$ cat src/rtl/regpath_pkg.sv
package regpath_pkg;
  // arithmetic addend select, fn_code[2:1]
  typedef enum logic [1:0] {
    Y_ZERO = 2'b00,
    Y_B    = 2'b01,
    Y_NOTB = 2'b10,
    Y_ONES = 2'b11
  } ysel_e;

  // logic op select, fn_code[2:1]
  typedef enum logic [1:0] {
    LG_AND = 2'b00,
    LG_OR  = 2'b01,
    LG_XOR = 2'b10,
    LG_NOT = 2'b11
  } lsel_e;
endpackage

$ cat src/rtl/regpath_rf.sv
module regpath_rf #(
  parameter int W    = 8,
  parameter int NREG = 4,
  localparam int AW  = $clog2(NREG)
) (
  input  logic          clk,
  input  logic          rst_n,
  input  logic          we,
  input  logic [AW-1:0] waddr,
  input  logic [W-1:0]  wdata,
  input  logic [AW-1:0] raddr_a,
  input  logic [AW-1:0] raddr_b,
  output logic [W-1:0]  rdata_a,
  output logic [W-1:0]  rdata_b
);
  logic [W-1:0] regs_q [NREG];

  for (genvar i = 0; i < NREG; i++) begin : g_reg
    logic         ld;
    logic [W-1:0] nxt;

    assign ld = we && (waddr == AW'(i));

    always_comb begin
      nxt = regs_q[i];
      if (ld) nxt = wdata;
    end

    always_ff @(posedge clk or negedge rst_n) begin
      if (!rst_n) regs_q[i] <= '0;
      else        regs_q[i] <= nxt;
    end
  end

  assign rdata_a = regs_q[raddr_a];
  assign rdata_b = regs_q[raddr_b];
endmodule

$ cat src/rtl/regpath_alu.sv
module regpath_alu
  import regpath_pkg::*;
#(
  parameter int W = 8
) (
  input  logic [W-1:0] a,
  input  logic [W-1:0] b,
  input  logic [3:0]   fn,
  output logic [W-1:0] res,
  output logic         cout,
  output logic         ovf
);
  logic [W-1:0] yop;
  logic [W:0]   sum;
  logic [W-1:0] lres;

  always_comb begin
    unique case (ysel_e'(fn[2:1]))
      Y_ZERO:  yop = '0;
      Y_B:     yop = b;
      Y_NOTB:  yop = ~b;
      default: yop = '1;
    endcase
    sum = {1'b0, a} + {1'b0, yop} + {{W{1'b0}}, fn[0]};
  end

  always_comb begin
    unique case (lsel_e'(fn[2:1]))
      LG_AND:  lres = a & b;
      LG_OR:   lres = a | b;
      LG_XOR:  lres = a ^ b;
      default: lres = ~a;
    endcase
  end

  always_comb begin
    if (fn[3]) begin
      res  = lres;
      cout = 1'b0;
      ovf  = 1'b0;
    end else begin
      res  = sum[W-1:0];
      cout = sum[W];
      ovf  = (a[W-1] == yop[W-1]) && (sum[W-1] != a[W-1]);
    end
  end
endmodule

$ cat src/rtl/regpath_shift.sv
module regpath_shift #(
  parameter int W = 8
) (
  input  logic [W-1:0] din,
  input  logic         left,
  output logic [W-1:0] dout
);
  always_comb begin
    if (left) dout = {din[W-2:0], 1'b0};
    else      dout = {1'b0, din[W-1:1]};
  end
endmodule

$ cat src/rtl/regpath_top.sv
module regpath_top #(
  parameter int W    = 8,
  parameter int NREG = 4,
  localparam int AW  = $clog2(NREG)
) (
  input  logic          clk,
  input  logic          rst_n,
  input  logic [AW-1:0] a_sel,
  input  logic [AW-1:0] b_sel,
  input  logic          b_const_sel,
  input  logic [W-1:0]  const_in,
  input  logic [3:0]    fn_code,
  input  logic          shift_sel,
  input  logic          shift_left,
  input  logic          wb_ext_sel,
  input  logic [W-1:0]  ext_data,
  input  logic [AW-1:0] dst_sel,
  input  logic          wr_en,
  output logic [W-1:0]  addr_out,
  output logic [W-1:0]  data_out,
  output logic          flag_v,
  output logic          flag_c,
  output logic          flag_n,
  output logic          flag_z
);
  // reset: asserted asynchronously, released after two edges
  logic [1:0] rsync_q;
  logic       sync_rst_n;

  always_ff @(posedge clk or negedge rst_n) begin
    if (!rst_n) rsync_q <= 2'b00;
    else        rsync_q <= {rsync_q[0], 1'b1};
  end
  assign sync_rst_n = rsync_q[1];

  logic [W-1:0] bus_a, reg_b, bus_b;
  logic [W-1:0] alu_res, sh_res, fn_out, wb_data;
  logic         alu_c, alu_v;

  regpath_rf #(.W(W), .NREG(NREG)) u_rf (
    .clk     (clk),
    .rst_n   (sync_rst_n),
    .we      (wr_en),
    .waddr   (dst_sel),
    .wdata   (wb_data),
    .raddr_a (a_sel),
    .raddr_b (b_sel),
    .rdata_a (bus_a),
    .rdata_b (reg_b)
  );

  assign bus_b = b_const_sel ? const_in : reg_b;

  regpath_alu #(.W(W)) u_alu (
    .a    (bus_a),
    .b    (bus_b),
    .fn   (fn_code),
    .res  (alu_res),
    .cout (alu_c),
    .ovf  (alu_v)
  );

  regpath_shift #(.W(W)) u_sh (
    .din  (bus_b),
    .left (shift_left),
    .dout (sh_res)
  );

  always_comb begin
    fn_out = shift_sel ? sh_res : alu_res;
    flag_c = shift_sel ? 1'b0 : alu_c;
    flag_v = shift_sel ? 1'b0 : alu_v;
    flag_n = fn_out[W-1];
    flag_z = (fn_out == '0);
    wb_data = wb_ext_sel ? ext_data : fn_out;
  end

  assign addr_out = bus_a;
  assign data_out = bus_b;
endmodule

$ cat config.mk
export PLATFORM = sky130hd
export DESIGN_NAME = regpath_top
export DESIGN_NICKNAME = d
export VERILOG_FILES = /design/src/rtl/regpath_pkg.sv /design/src/rtl/regpath_rf.sv /design/src/rtl/regpath_alu.sv /design/src/rtl/regpath_shift.sv /design/src/rtl/regpath_top.sv
export SDC_FILE = /design/constraint.sdc
export NUM_CORES = 1
export LEC_CHECK = 0
export BUFFER_PORTS_ARGS = -buffer_cell sky130_fd_sc_hd__buf_2
export CAP_MARGIN = 5
export CELL_PAD_IN_SITES_DETAIL_PLACEMENT = 0
export CELL_PAD_IN_SITES_GLOBAL_PLACEMENT = 1
export CORE_MARGIN = 4
export CORE_UTILIZATION = 47
export CTS_CLUSTER_SIZE = 10
export DETAILED_ROUTE_END_ITERATION = 10
export MAX_ROUTING_LAYER = met4
export PLACE_DENSITY_LB_ADDON = 0.05
export SLEW_MARGIN = 15
export SYNTH_ARGS = -nofsm -noshare
export SYNTH_HDL_FRONTEND = slang
export SYNTH_SLANG_ARGS = --single-unit
$ cat constraint.sdc
create_clock -name clk -period 9.4 [get_ports clk]
set_clock_uncertainty 0.1 [all_clocks]
set_input_delay 0.47 -clock clk [delete_from_list [all_inputs] [get_ports clk]]
set_output_delay 0.47 -clock clk [all_outputs]
set_load 0.05 [all_outputs]
==> results.md <==
* Vias at 2899
* Longest Clk Path Bufs at 2
* # Post-CTS Setup Buffers at 0
* Status: finished, final reports clean
* Grt total ovfl at 0
* Slew @ Worst Pin at 0.6691 ns
* Vias in the first global route at 2846
* Area grow syn2layout at 10.20%
* Largest net degree at the start of global routing at 33
* H-tree depth at 2
* Worst Path Arrival at 4.33 ns
* Crit. End Element: output port
* Initial antenna violation count at 0
* Number of max-cap violations at 0
* Syn Nets at 414
* # nets final at 456
* Startpoint types: input port
* Port Buffers at 52
* Final core utilization at 53.22%
* Tot GR Track Use at 23.80%
* Cell count along the critical path at 13
* Hold Crit Class: reg2async
* Worst R2R Path Depth at 14
* Tcrit/Tclk final at 52.16%
* Avg Cell Area, Syn at 9.166 sq um
* DRC at 0
* Commonest non-fill, non-tap cell in the layout: buf_2
* Starting Density at 48.30%
* Final Hold Viols at 0
* Worst setup startpoint: b_sel[1]
* Reg-to-reg critical path endpoint: u_rf.regs_q[22]$_DFFE_PN0P_
* Crit path buf inv count at 2
* Row Count at 30
* DRT iter0 DRCs at 143
* R2r startpoint: u_rf.regs_q[16]$_DFFE_PN0P_
* Clock root buffer: clkbuf_8
* Mapped Area at 3263 sq um
* First-pass GRT wire length at 15360 um
* Most frequent cells in the layout: 52 x buf_2, 48 x nand2_1, 36 x o21ai_0
* Static leakage at 1.712 nW
* FFs w/ async S/R, synth at 100.0%
* CTS tree: built
* Peak supply drop at 114.0 uV
* Die area at 8340 sq um
* PD cells at 183.0 nW/um^2
* Post-DP HPWL at 7111 um
* 1st-pass router iterations at 4
* Share of cells above drive strength 1 at 23.43%
* Clock latency on the worst-skew pair at 0.28 ns
* Boundary Pins at 53
* Worst-path fanout max at 11
* Syn Inst Count at 356
* Via/cell ratio at 6.078
* Total negative setup slack at 0 ns
* Max-slew headroom at the worst pin at 54.83%
* Syn. warnings at 0
* RSZ-0062 raised after global routing: no
* Crit path kind: in2out
* Register area share after synthesis at 26.07%
* Hold WS at 0.1615 ns
* Highest-delay cell along the critical path: a21boi_0
* Fmax at 0.2039 GHz
* EDFF count, synth at 0
* Wirelength per Cell at 19.33 um
* CTS Buf Count at 5
* Synth Flop Type: dfrtp_1
* Max-slew violations at 0
* Remaining antenna violation count at 0
* WP data required at 8.83 ns
* Synth Register Bits at 34
* Crit-path cells: buf_2, mux2_2, o21ai_0, o21a_1, mux2_2, ha_1, nand3_1, a21boi_0, nor4_1, a2111oi_0, nand4b_1, and4bb_1, buf_2
* Clock-pin slew on the worst setup and hold paths at 0.06 ns
* R2R setup slack at 5.63 ns
* Critical path capture point: flag_z
* Final min period at 4.903 ns
* # clock sinks at 34
* Endpoints failing setup at 0
* Final wirelength at 9219 um
* Core Region at 6756 sq um
* Chip Width at 91.33 um
* Synth cell types at 63
* Ant diodes at 0
* Die H at 91.33 um
* Final GP Congestion at 0.8696
* Delay of the slowest cell on the worst path at 0.51 ns
* Worst path top cell family by delay: compound AO/OA/AOI/OAI gates
## cell families after synthesis
| kind of cell | count (synthesis) | synth area share [%] |
|---|---|---|
| xor gates and xnor gates | 3 | 0.8054 |
| adders and majority gates | 25 | 10.05 |
| and+or+nand+nor | 111 | 17.33 |
| muxes | 54 | 21.51 |
| AOI/OAI and AO/OA | 89 | 17.91 |
| other | 1 | 0.1149 |
| buffers and inverters | 39 | 6.212 |
| DFF | 34 | 26.07 |
## power breakdown
part	switching, mW	total [mW]	internal, mW
Sequential	0.0220	0.198	0.176
Combinational	0.223	0.356	0.133
Clock	0.0477	0.104	0.0564
Total	0.292	0.658	0.366
## flip-flops by register name, indices dropped and copies added, names as in the netlist
signal       flops
rsync_q          2
u_rf.regs_q     32
## worst register-to-register path, stage by stage (launching register included)
cell and delay, ns:
dfrtp_1 0.39, mux4_1 0.48, nor2b_1 0.16, a21oi_2 0.17
inv_1 0.10, nand2_1 0.07, nand2_1 0.07, fa_1 0.42
fa_1 0.42, nand3_1 0.11, a21boi_0 0.13, mux2i_1 0.14
or3_1 0.41, nor2_1 0.32, o31ai_1 0.14
## layout make-up
type	count	area, sq um
multi-input cells	283	2210
repair buffers	54	277.8
clock buffers	6	82.58
well taps	80	100.1
fillers	655	3161
inverters	20	75.07
flip-flops and latches	34	850.8
## metal layers
metal  GRT usage (%)  routed length (um)
met1           31.90                4110
met2           36.79                4364
met3           3.728                 557
met4           8.166                 186
met5               -                   0
## worst min-delay path by stage
stage,end,slack (ns)
2_1_floorplan,rsync_q[0]$_DFF_PN0_,0.07
3_3_place_gp,rsync_q[0]$_DFF_PN0_,0.15
3_5_place_dp,rsync_q[0]$_DFF_PN0_,0.16
4_1_cts,u_rf.regs_q[27]$_DFFE_PN0P_,0.18
5_1_grt,u_rf.regs_q[27]$_DFFE_PN0P_,0.22
6_report,u_rf.regs_q[24]$_DFFE_PN0P_,0.16
## cell usage after synthesis, drive strengths merged (2+ instances only)
cell	instances	area, sq um
a221o	3	30.03
dfrtp	34	850.8
a21oi	8	43.79
o31ai	8	60.06
a21o	4	30.03
a211oi	4	30.03
ha	23	287.8
buf	9	70.07
xnor2	3	26.28
nor2b	4	25.02
or3	2	12.51
o22a	2	17.52
and3b	2	17.52
o21ai	36	180.2
mux4	9	206.5
o311ai	2	17.52
a21boi	2	15.01
fa	2	40.04
mux2i	29	315.3
nor4b	4	35.03
and2	3	21.27
nand3b	5	37.54
nand2	48	180.2
nor3	5	25.02
mux2	16	180.2
o21a	4	30.03
nor2	18	70.07
nor4	4	31.28
inv	19	71.32
o22ai	4	25.02
or3b	2	17.52
clkbuf	10	57.56
nand3	8	40.04
## per-stage QoR
stage	cell area (sq um)	cells	setup slack (ns)	total power, mW
after floorplan	3263	356	4.828	0.4666
after global placement	3503	470	4.726	0.5490
after detailed placement	3503	470	4.583	0.5532
after CTS	3596	477	4.560	0.6611
after global routing	3596	477	4.333	0.7108
final	3596	477	4.497	0.6581
## repair_timing
action                    in CTS  in global routing
hold buffers                   1                  0
gates resized for setup        0                  0
hold endpoints to repair       2                  0
No activity file was read; power rests on OpenSTA's default activity.
